--- config.mk ---
export PLATFORM = sky130hd
export DESIGN_NAME = jdp_debug_port
export DESIGN_NICKNAME = d
export VERILOG_FILES = /design/src/rtl/jdp_pkg.sv /design/src/rtl/jdp_tap.sv /design/src/rtl/jdp_bscan_dr.sv /design/src/rtl/jdp_debug_dr.sv /design/src/rtl/jdp_debug_port.sv
export SDC_FILE = /design/constraint.sdc
export NUM_CORES = 1
export LEC_CHECK = 0
export BUFFER_PORTS_ARGS = -buffer_cell sky130_fd_sc_hd__buf_2
export CAP_MARGIN = 0
export CORE_MARGIN = 1.5
export CORE_UTILIZATION = 55
export CTS_BUF_LIST = sky130_fd_sc_hd__clkbuf_4
export DETAILED_ROUTE_END_ITERATION = 8
export GPL_TIMING_DRIVEN = 0
export PLACE_DENSITY = 0.81
export SLEW_MARGIN = 20
export SYNTH_ARGS = -nofsm -noshare
export SYNTH_HDL_FRONTEND = slang
export SYNTH_SLANG_ARGS = --single-unit
--- constraint.sdc ---
create_clock -name tck -period 2.17 [get_ports tck]
set_input_delay 0.3255 -clock tck [delete_from_list [all_inputs] [get_ports tck]]
set_output_delay 0.3255 -clock tck [all_outputs]
set_load 0.05 [all_outputs]
--- src/rtl/jdp_pkg.sv ---
package jdp_pkg;

    localparam int IR_W          = 8;
    localparam int TMS_RST_CNT   = 5;

    localparam logic [IR_W-1:0] OP_BYPASS  = 8'hFF;
    localparam logic [IR_W-1:0] OP_SWITCH  = 8'h55;
    localparam logic [IR_W-1:0] OP_CHAIN   = 8'h02;
    localparam logic [IR_W-1:0] OP_INTREG  = 8'h0F;
    localparam logic [IR_W-1:0] IR_CAPTURE = 8'h01;

    typedef enum logic [3:0] {
        ST_TLR, ST_RTI,
        ST_SEL_DR, ST_CAP_DR, ST_SH_DR, ST_EX1_DR, ST_PAU_DR, ST_EX2_DR, ST_UPD_DR,
        ST_SEL_IR, ST_CAP_IR, ST_SH_IR, ST_EX1_IR, ST_PAU_IR, ST_EX2_IR, ST_UPD_IR
    } tap_state_e;

    typedef struct packed {
        logic capture_dr;
        logic shift_dr;
        logic update_dr;
        logic capture_ir;
        logic shift_ir;
        logic update_ir;
        logic in_shift;
    } tap_ctl_t;

    function automatic tap_state_e tap_next(input tap_state_e s, input logic m);
        tap_state_e n;
        case (s)
            ST_TLR:    n = m ? ST_TLR    : ST_RTI;
            ST_RTI:    n = m ? ST_SEL_DR : ST_RTI;
            ST_SEL_DR: n = m ? ST_SEL_IR : ST_CAP_DR;
            ST_CAP_DR: n = m ? ST_EX1_DR : ST_SH_DR;
            ST_SH_DR:  n = m ? ST_EX1_DR : ST_SH_DR;
            ST_EX1_DR: n = m ? ST_UPD_DR : ST_PAU_DR;
            ST_PAU_DR: n = m ? ST_EX2_DR : ST_PAU_DR;
            ST_EX2_DR: n = m ? ST_UPD_DR : ST_SH_DR;
            ST_UPD_DR: n = m ? ST_SEL_DR : ST_RTI;
            ST_SEL_IR: n = m ? ST_TLR    : ST_CAP_IR;
            ST_CAP_IR: n = m ? ST_EX1_IR : ST_SH_IR;
            ST_SH_IR:  n = m ? ST_EX1_IR : ST_SH_IR;
            ST_EX1_IR: n = m ? ST_UPD_IR : ST_PAU_IR;
            ST_PAU_IR: n = m ? ST_EX2_IR : ST_PAU_IR;
            ST_EX2_IR: n = m ? ST_UPD_IR : ST_SH_IR;
            ST_UPD_IR: n = m ? ST_SEL_DR : ST_RTI;
            default:   n = ST_TLR;
        endcase
        return n;
    endfunction

    function automatic tap_ctl_t tap_decode(input tap_state_e s);
        tap_ctl_t c;
        c.capture_dr = (s == ST_CAP_DR);
        c.shift_dr   = (s == ST_SH_DR);
        c.update_dr  = (s == ST_UPD_DR);
        c.capture_ir = (s == ST_CAP_IR);
        c.shift_ir   = (s == ST_SH_IR);
        c.update_ir  = (s == ST_UPD_IR);
        c.in_shift   = (s == ST_SH_DR) || (s == ST_SH_IR);
        return c;
    endfunction

endpackage

--- src/rtl/jdp_tap.sv ---
module jdp_tap
    import jdp_pkg::*;
(
    input  logic            tck,
    input  logic            rst,
    input  logic            en,
    input  logic            tms,
    input  logic            tdi,
    output tap_state_e      state,
    output tap_ctl_t        ctl,
    output logic [IR_W-1:0] ir,
    output logic [IR_W-1:0] ir_sh
);

    // Actions are qualified by en so a frozen TAP never touches its registers.
    always_comb begin
        ctl = en ? tap_decode(state) : '0;
    end

    always_ff @(posedge tck) begin
        if (rst) begin
            state <= ST_TLR;
            ir    <= OP_BYPASS;
            ir_sh <= IR_CAPTURE;
        end else if (en) begin
            state <= tap_next(state, tms);
            if (ctl.capture_ir) begin
                ir_sh <= IR_CAPTURE;
            end else if (ctl.shift_ir) begin
                ir_sh <= {tdi, ir_sh[IR_W-1:1]};
            end
            if (ctl.update_ir) begin
                ir <= ir_sh;
            end else if (state == ST_TLR) begin
                ir <= OP_BYPASS;
            end
        end
    end

    AST_FROZEN_WHEN_IDLE: assert property (@(posedge tck) disable iff (rst)
        !en |=> $stable(state) && $stable(ir));

    AST_IR_CAPTURE_VALUE: assert property (@(posedge tck) disable iff (rst)
        ctl.capture_ir |=> (ir_sh == IR_CAPTURE));

endmodule

--- src/rtl/jdp_bscan_dr.sv ---
module jdp_bscan_dr
    import jdp_pkg::*;
#(
    parameter int BSC_LEN = 16
) (
    input  logic            tck,
    input  logic            rst,
    input  logic            tap_rst,
    input  tap_ctl_t        ctl,
    input  logic [IR_W-1:0] ir,
    input  logic            tdi,
    output logic            dr_tdo
);

    logic               byp;
    logic [BSC_LEN-1:0] chain;
    logic               sel_chain;

    assign sel_chain = (ir == OP_CHAIN);
    assign dr_tdo    = sel_chain ? chain[0] : byp;

    always_ff @(posedge tck) begin
        if (tap_rst) begin
            byp <= 1'b0;
        end else if (ctl.capture_dr) begin
            byp <= 1'b0;
        end else if (ctl.shift_dr) begin
            byp <= tdi;
        end
    end

    // The chain only clears on the pin reset; capture keeps its contents.
    always_ff @(posedge tck) begin
        if (rst) begin
            chain <= '0;
        end else if (ctl.shift_dr && sel_chain) begin
            chain <= {tdi, chain[BSC_LEN-1:1]};
        end
    end

    AST_CHAIN_HOLDS: assert property (@(posedge tck) disable iff (rst)
        !ctl.shift_dr |=> $stable(chain));

endmodule

--- src/rtl/jdp_debug_dr.sv ---
module jdp_debug_dr
    import jdp_pkg::*;
#(
    parameter int INT_W = 8
) (
    input  logic            tck,
    input  logic            rst,
    input  logic            tap_rst,
    input  tap_ctl_t        ctl,
    input  logic [IR_W-1:0] ir,
    input  logic            tdi,
    input  logic            irq_clr,
    output logic            dr_tdo,
    output logic            irq
);

    logic             byp;
    logic [INT_W-1:0] int_sh;
    logic [INT_W-1:0] int_reg;
    logic             sel_int;
    logic             irq_set;

    assign sel_int = (ir == OP_INTREG);
    assign dr_tdo  = sel_int ? int_sh[0] : byp;
    assign irq_set = ctl.update_dr && sel_int && int_sh[0];

    always_ff @(posedge tck) begin
        if (tap_rst) begin
            byp     <= 1'b0;
            int_sh  <= '0;
            int_reg <= '0;
        end else begin
            if (ctl.capture_dr) begin
                byp <= 1'b0;
            end else if (ctl.shift_dr) begin
                byp <= tdi;
            end
            if (sel_int) begin
                if (ctl.capture_dr) begin
                    int_sh <= int_reg;
                end else if (ctl.shift_dr) begin
                    int_sh <= {tdi, int_sh[INT_W-1:1]};
                end
                if (ctl.update_dr) begin
                    int_reg <= int_sh;
                end
            end
        end
    end

    // Set has priority over a simultaneous CPU clear.
    always_ff @(posedge tck) begin
        if (rst) begin
            irq <= 1'b0;
        end else if (irq_set) begin
            irq <= 1'b1;
        end else if (irq_clr) begin
            irq <= 1'b0;
        end
    end

    AST_IRQ_RAISE: assert property (@(posedge tck) disable iff (rst)
        (ctl.update_dr && sel_int && int_sh[0]) |=> irq);

    AST_IRQ_STICKY: assert property (@(posedge tck) disable iff (rst)
        (irq && !irq_clr) |=> irq);

    AST_IRQ_CLEAR: assert property (@(posedge tck) disable iff (rst)
        (irq_clr && !ctl.update_dr) |=> !irq);

endmodule

--- src/rtl/jdp_debug_port.sv ---
module jdp_debug_port
    import jdp_pkg::*;
#(
    parameter int BSC_LEN = 16,
    parameter int INT_W   = 8
) (
    input  logic tck,
    input  logic trst_n,
    input  logic tms,
    input  logic tdi,
    output logic tdo,
    output logic tdo_oe,
    output logic irq,
    input  logic irq_clr
);

    localparam int CNT_W = $clog2(TMS_RST_CNT);
    localparam logic [CNT_W-1:0] CNT_LAST = CNT_W'(TMS_RST_CNT - 1);

    logic             rst;
    logic             soft_rst;
    logic             tap_rst;
    logic [CNT_W-1:0] tms_cnt;
    logic             sel_dbg;

    tap_state_e       bs_state,  dbg_state;
    tap_ctl_t         bs_ctl,    dbg_ctl;
    logic [IR_W-1:0]  bs_ir,     dbg_ir;
    logic [IR_W-1:0]  bs_ir_sh,  dbg_ir_sh;
    logic             bs_dr_tdo, dbg_dr_tdo;
    logic             bs_out,    dbg_out;

    assign rst      = ~trst_n;
    assign soft_rst = tms && (tms_cnt == CNT_LAST);
    assign tap_rst  = rst || soft_rst;

    // Consecutive TMS-high counter, watched on the pins for both TAPs.
    always_ff @(posedge tck) begin
        if (rst || !tms) begin
            tms_cnt <= '0;
        end else if (tms_cnt != CNT_LAST) begin
            tms_cnt <= tms_cnt + 1'b1;
        end
    end

    always_ff @(posedge tck) begin
        if (tap_rst) begin
            sel_dbg <= 1'b0;
        end else if (bs_ctl.update_ir && (bs_ir_sh == OP_SWITCH)) begin
            sel_dbg <= 1'b1;
        end
    end

    jdp_tap u_bs_tap (
        .tck   (tck),
        .rst   (tap_rst),
        .en    (~sel_dbg),
        .tms   (tms),
        .tdi   (tdi),
        .state (bs_state),
        .ctl   (bs_ctl),
        .ir    (bs_ir),
        .ir_sh (bs_ir_sh)
    );

    jdp_tap u_dbg_tap (
        .tck   (tck),
        .rst   (tap_rst),
        .en    (sel_dbg),
        .tms   (tms),
        .tdi   (tdi),
        .state (dbg_state),
        .ctl   (dbg_ctl),
        .ir    (dbg_ir),
        .ir_sh (dbg_ir_sh)
    );

    jdp_bscan_dr #(.BSC_LEN(BSC_LEN)) u_bs_dr (
        .tck     (tck),
        .rst     (rst),
        .tap_rst (tap_rst),
        .ctl     (bs_ctl),
        .ir      (bs_ir),
        .tdi     (tdi),
        .dr_tdo  (bs_dr_tdo)
    );

    jdp_debug_dr #(.INT_W(INT_W)) u_dbg_dr (
        .tck     (tck),
        .rst     (rst),
        .tap_rst (tap_rst),
        .ctl     (dbg_ctl),
        .ir      (dbg_ir),
        .tdi     (tdi),
        .irq_clr (irq_clr),
        .dr_tdo  (dbg_dr_tdo),
        .irq     (irq)
    );

    assign bs_out  = (bs_state  == ST_SH_IR) ? bs_ir_sh[0]  : bs_dr_tdo;
    assign dbg_out = (dbg_state == ST_SH_IR) ? dbg_ir_sh[0] : dbg_dr_tdo;

    // Falling-edge output stage for the pin.
    always_ff @(negedge tck) begin
        if (rst) begin
            tdo    <= 1'b0;
            tdo_oe <= 1'b0;
        end else begin
            tdo    <= sel_dbg ? dbg_out : bs_out;
            tdo_oe <= bs_ctl.in_shift | dbg_ctl.in_shift;
        end
    end

    AST_SWITCH_SOURCE: assert property (@(posedge tck) disable iff (rst)
        $rose(sel_dbg) |-> ($past(bs_state) == ST_UPD_IR) && ($past(bs_ir_sh) == OP_SWITCH));

    AST_RETURN_ON_RESET: assert property (@(posedge tck) disable iff (rst)
        $fell(sel_dbg) |-> $past(tap_rst));

    AST_SOFT_RESET_TLR: assert property (@(posedge tck) disable iff (rst)
        soft_rst |=> (bs_state == ST_TLR) && (dbg_state == ST_TLR) && !sel_dbg);

    AST_OE_IN_SHIFT: assert property (@(posedge tck) disable iff (rst)
        tdo_oe |-> (sel_dbg ? (dbg_state == ST_SH_DR || dbg_state == ST_SH_IR)
                            : (bs_state  == ST_SH_DR || bs_state  == ST_SH_IR)));

endmodule

* Word level (Yosys, flattened, before mapping) *
Cells that the tools add are included.

storage, ports and cells
  register bits = 81
  latch bits = 0
  memory bits (writable) = 0
  ROM bits = 0
  memories = 0

operators by class
  $add $sub $neg = 1
  multipliers = 0
  div/mod/pow operators = 0
  order comparisons = 0
  equal/unequal tests = 35
  shift operators = 0
  mux-type cells = 33
  bitwise logic cells = 3
  reduce and logical (&&, ||, !) cells = 32

operators with widths
  kind                 number
  $pmux 4 s12          2
  $mux 8               10
  $eq 4x4->1 const B   16
  $eq 4x3->1 const B   8
  $eq 4x2->1 const B   4
  $mux 4               4
  $mux 7               2
  $reduce_and 2->1     6
  $reduce_bool 2->1    6
  $reduce_or 2->1      6
  $mux 1               10
  $eq 4x1->1 const B   2
  $eq 8x2->1 const B   1
  $eq 8x4->1 const B   1
  $eq 8x7->1 const B   1
  $logic_not 4->1      2
  $mux 2               3
  $mux 3               2
  $reduce_or 3->1      2
  $logic_and 1x1->1    5
  $logic_or 1x1->1     4
  $add 3x1->3 const B  1
  $eq 3x3->1 const B   1
  $ne 3x3->1 const B   1
  3 further kinds      4

* Logic depth before layout (Yosys ltp) *
  word-level depth = 6
  mapped depth = 7
  depth with buffers taken out = 6

* By module *
A second synthesis with hierarchy kept.

second synthesis, totals
  cell total of the unflattened synthesis = 428
  area total of the unflattened synthesis = 4,016.4 um^2

by module, submodules not included
  module          instances  cells an instance  area each (um^2)
  jdp_tap         2          120                1,026.0
  jdp_debug_dr    1          88                 898.4
  jdp_bscan_dr    1          61                 729.4
  jdp_debug_port  1          39                 336.6

==> flow_summary.toml <==
[run_status]
outcome = "finished, violations left"
violations = "setup timing"

[clock_network]
cts_buffer_depth = 2
cts_tree = "yes"
cts_made_buffers = 9
cts_root_buf = "clkbuf_4"
postCtsHoldBufs = 0
htreeDepth = 3
insertion_delay_ps = 460
cts.sinks = 81
clk_pin_slew_ps = 130

[placement]
placed_cell_area_um2 = 3700
dp.final_hpwl_um = 5110
globalplace.congestion = 0.932
io_buffers = 7

[final_layout]
regArea_um2 = 1640
multi_input_area_um2 = 1790
layout_common_cells = "73 x dfxtp_1, 48 x nor2_1, 45 x nand2_1, 34 x mux2i_1, 27 x a21oi_1"
drive_gt1_share_pct = 14.7
antenna_cells = 0
synthToLayoutAreaGrowth_pct = 13.8
final_cell_area_um2 = 4030
fillers = 529
top_register = "u_bs_dr.chain"
largest_reg_flops = 16
final_common_cell = "dfxtp_1"
final_nets = 444

[timing]
setup_violations = 4
drv_slew = 0
relSlewSlack_pct = 53.7
setup_tns_ps = -770
setup_ws_ps = -281
hold_violations = 0
fin_skew_ps = 33.0
hold_ws_ps = 187
rsz0062_at_grt = "yes"
worst_pin_slew_ps = 694

[global_route]
grt_usage_pct = 23.1
gr-total-overflow = 0
grt_pass1_vias = 2763
grt_pass1_wl_um = 13000
grt_max_degree = 16
antenna_found_initial = 0

[yosys]
yosys_warnings = 0
synth_area_um2 = 3540
syn_avg_cell_area_um2 = 8.67
synthCells = 408
ys.flop_type = "dfxtp_1"
synth_cell_types = 54
ys_ff_latch = 81
async_reset_ff_share_pct = 0
synth_enable_flop_cells = 0
synth.top_cell.area_share_pct = 45.8
syn_nets = 415
yosys.area.top_type = "dfxtp_1"
ys_top_cells_by_area = "dfxtp_1 46%, mux2i_1 9.6%, nor2_1 5.1%"
synth-seq-area-share_pct = 45.8

[power_and_ir_drop]
clkPwrFrac_pct = 35.9
sw_frac_of_total_pct = 25.6
p_seq_share_pct = 58.5
power.leakage_nw = 1.43
power_density_nw_per_um2 = 636
internal_power_mw = 1.90
pwr-share-comb_pct = 5.5
p_total_mw = 2.56
ir_worst_vdd_mv = 0.474
p_sw_uw = 657

[setup_path]
cp_data_required_time_ps = 1450
critPathMaxFanout = 2
cp_cell_sequence = "buf_8 > nand4b_1 > nor3b_2 > a31oi_1 > o21a_1 > a41oi_2"
worstSetupPathType = "reg -> reg"
end_kind = "flip-flop"
cpMaxStageDelayCell = "dfxtp_4"
worstPathArrival_ps = 1740
cp_top_family = "simple AND/OR/NAND/NOR gates"
crit_path_start_kind = "flip-flop"
max_stage_delay_ps = 370
critical_path_buf_inv_count = 1

[job]
maxCapViolations = 0

[floorplan]
initial_core_util_pct = 56.4
ios = 8
core.rowCount = 29
die_h_um = 83.2
core_area_um2 = 6280
die-area_um2 = 6920
fp.dieW_um = 83.2

[drt]
vias = 3105
routed_wl_um = 7810
post-route-drc-count = 0
drt_iter0_drc = 240
viasPerCell = 5.98
wire_per_inst_um = 15.0
ant_nets = 0
first_pass_iters = 5

[hold_path]
holdCritPathClass = "in -> reg"
## cells by family after synthesis
group | Yosys count | synth area share, %
xor+xnor | 3 | 0.743
compound gates | 91 | 16.1
flops | 81 | 45.8
mux | 34 | 9.62
buf+inv | 39 | 4.67
simple gates | 158 | 22.3
fa+ha+maj | 2 | 0.707
## power by group through the flow
stage	logic, mW	registers [mW]	clock network, mW
finish	0.142	1.50	0.920
CTS	0.138	1.50	0.934
global route	0.152	1.50	1.00
floorplan	0.0903	1.53	0.00866
detailed placement	0.126	1.53	0.00866
global placement	0.124	1.53	0.00866
## per-layer routing
layer	GRT usage (%)	wire, um
met5	0	0
met4	10.9	139
met3	4.37	406
met2	37.0	3680
met1	30.3	3590
## cells in the mapped netlist, types with 2 or more instances
cell / n
dfxtp_1: 81
and2_1: 4
clkbuf_1: 20
o21ai_1: 3
o22ai_1: 17
a2111oi_0: 2
nand2b_1: 5
nor2b_1: 5
mux2i_1: 34
a211oi_1: 9
and3_1: 3
o21ai_0: 10
nand2_1: 45
nand3_1: 19
xnor2_1: 3
nand4b_1: 4
buf_2: 3
nor3_1: 4
nand4_1: 8
nor3b_1: 3
buf_1: 3
inv_1: 9
nor2_1: 48
a21oi_1: 27
nor4b_1: 2
a31oi_1: 6
ha_1: 2
o211ai_1: 3
## metrics by stage
stage	cells	util, %	setup WS [ps]
floorplan	408	-	-167
global placement	492	58.9	-410
detailed placement	492	58.9	-468
CTS	515	63.5	-262
global route	519	64.2	-334
finish	519	64.2	-281
## path summary, 6_finish.rpt
kind / from / to / slack, ps / cells after the start
worst max-delay path: u_bs_tap.state[2] / tdo / -280 / 6
worst min-delay path: trst_n / u_dbg_dr.irq / 190 / 2
worst max register to register: u_bs_tap.state[2] / tdo / -280 / 6
worst min register to register: u_dbg_tap.ir_sh[5] / u_dbg_tap.ir_sh[5] / 480 / 2
## timing repair
action,in CTS,in global routing
resized for setup,30,5
buffers inserted,6,4
cloned,0,0
endpoints found under the hold margin,0,0
pin swaps,6,7
setup endpoints to repair,4,14
## area by class of cell
type,instances,area share [%]
multi-input combinational,288,44.5
inverter,10,0.932
timing repair buffer,17,3.14
clock inverter,9,2.05
clock buffer,9,1.68
buffer,28,4.66
tap,77,2.39
sequential,81,40.7
(Power assumes the default switching activity.)
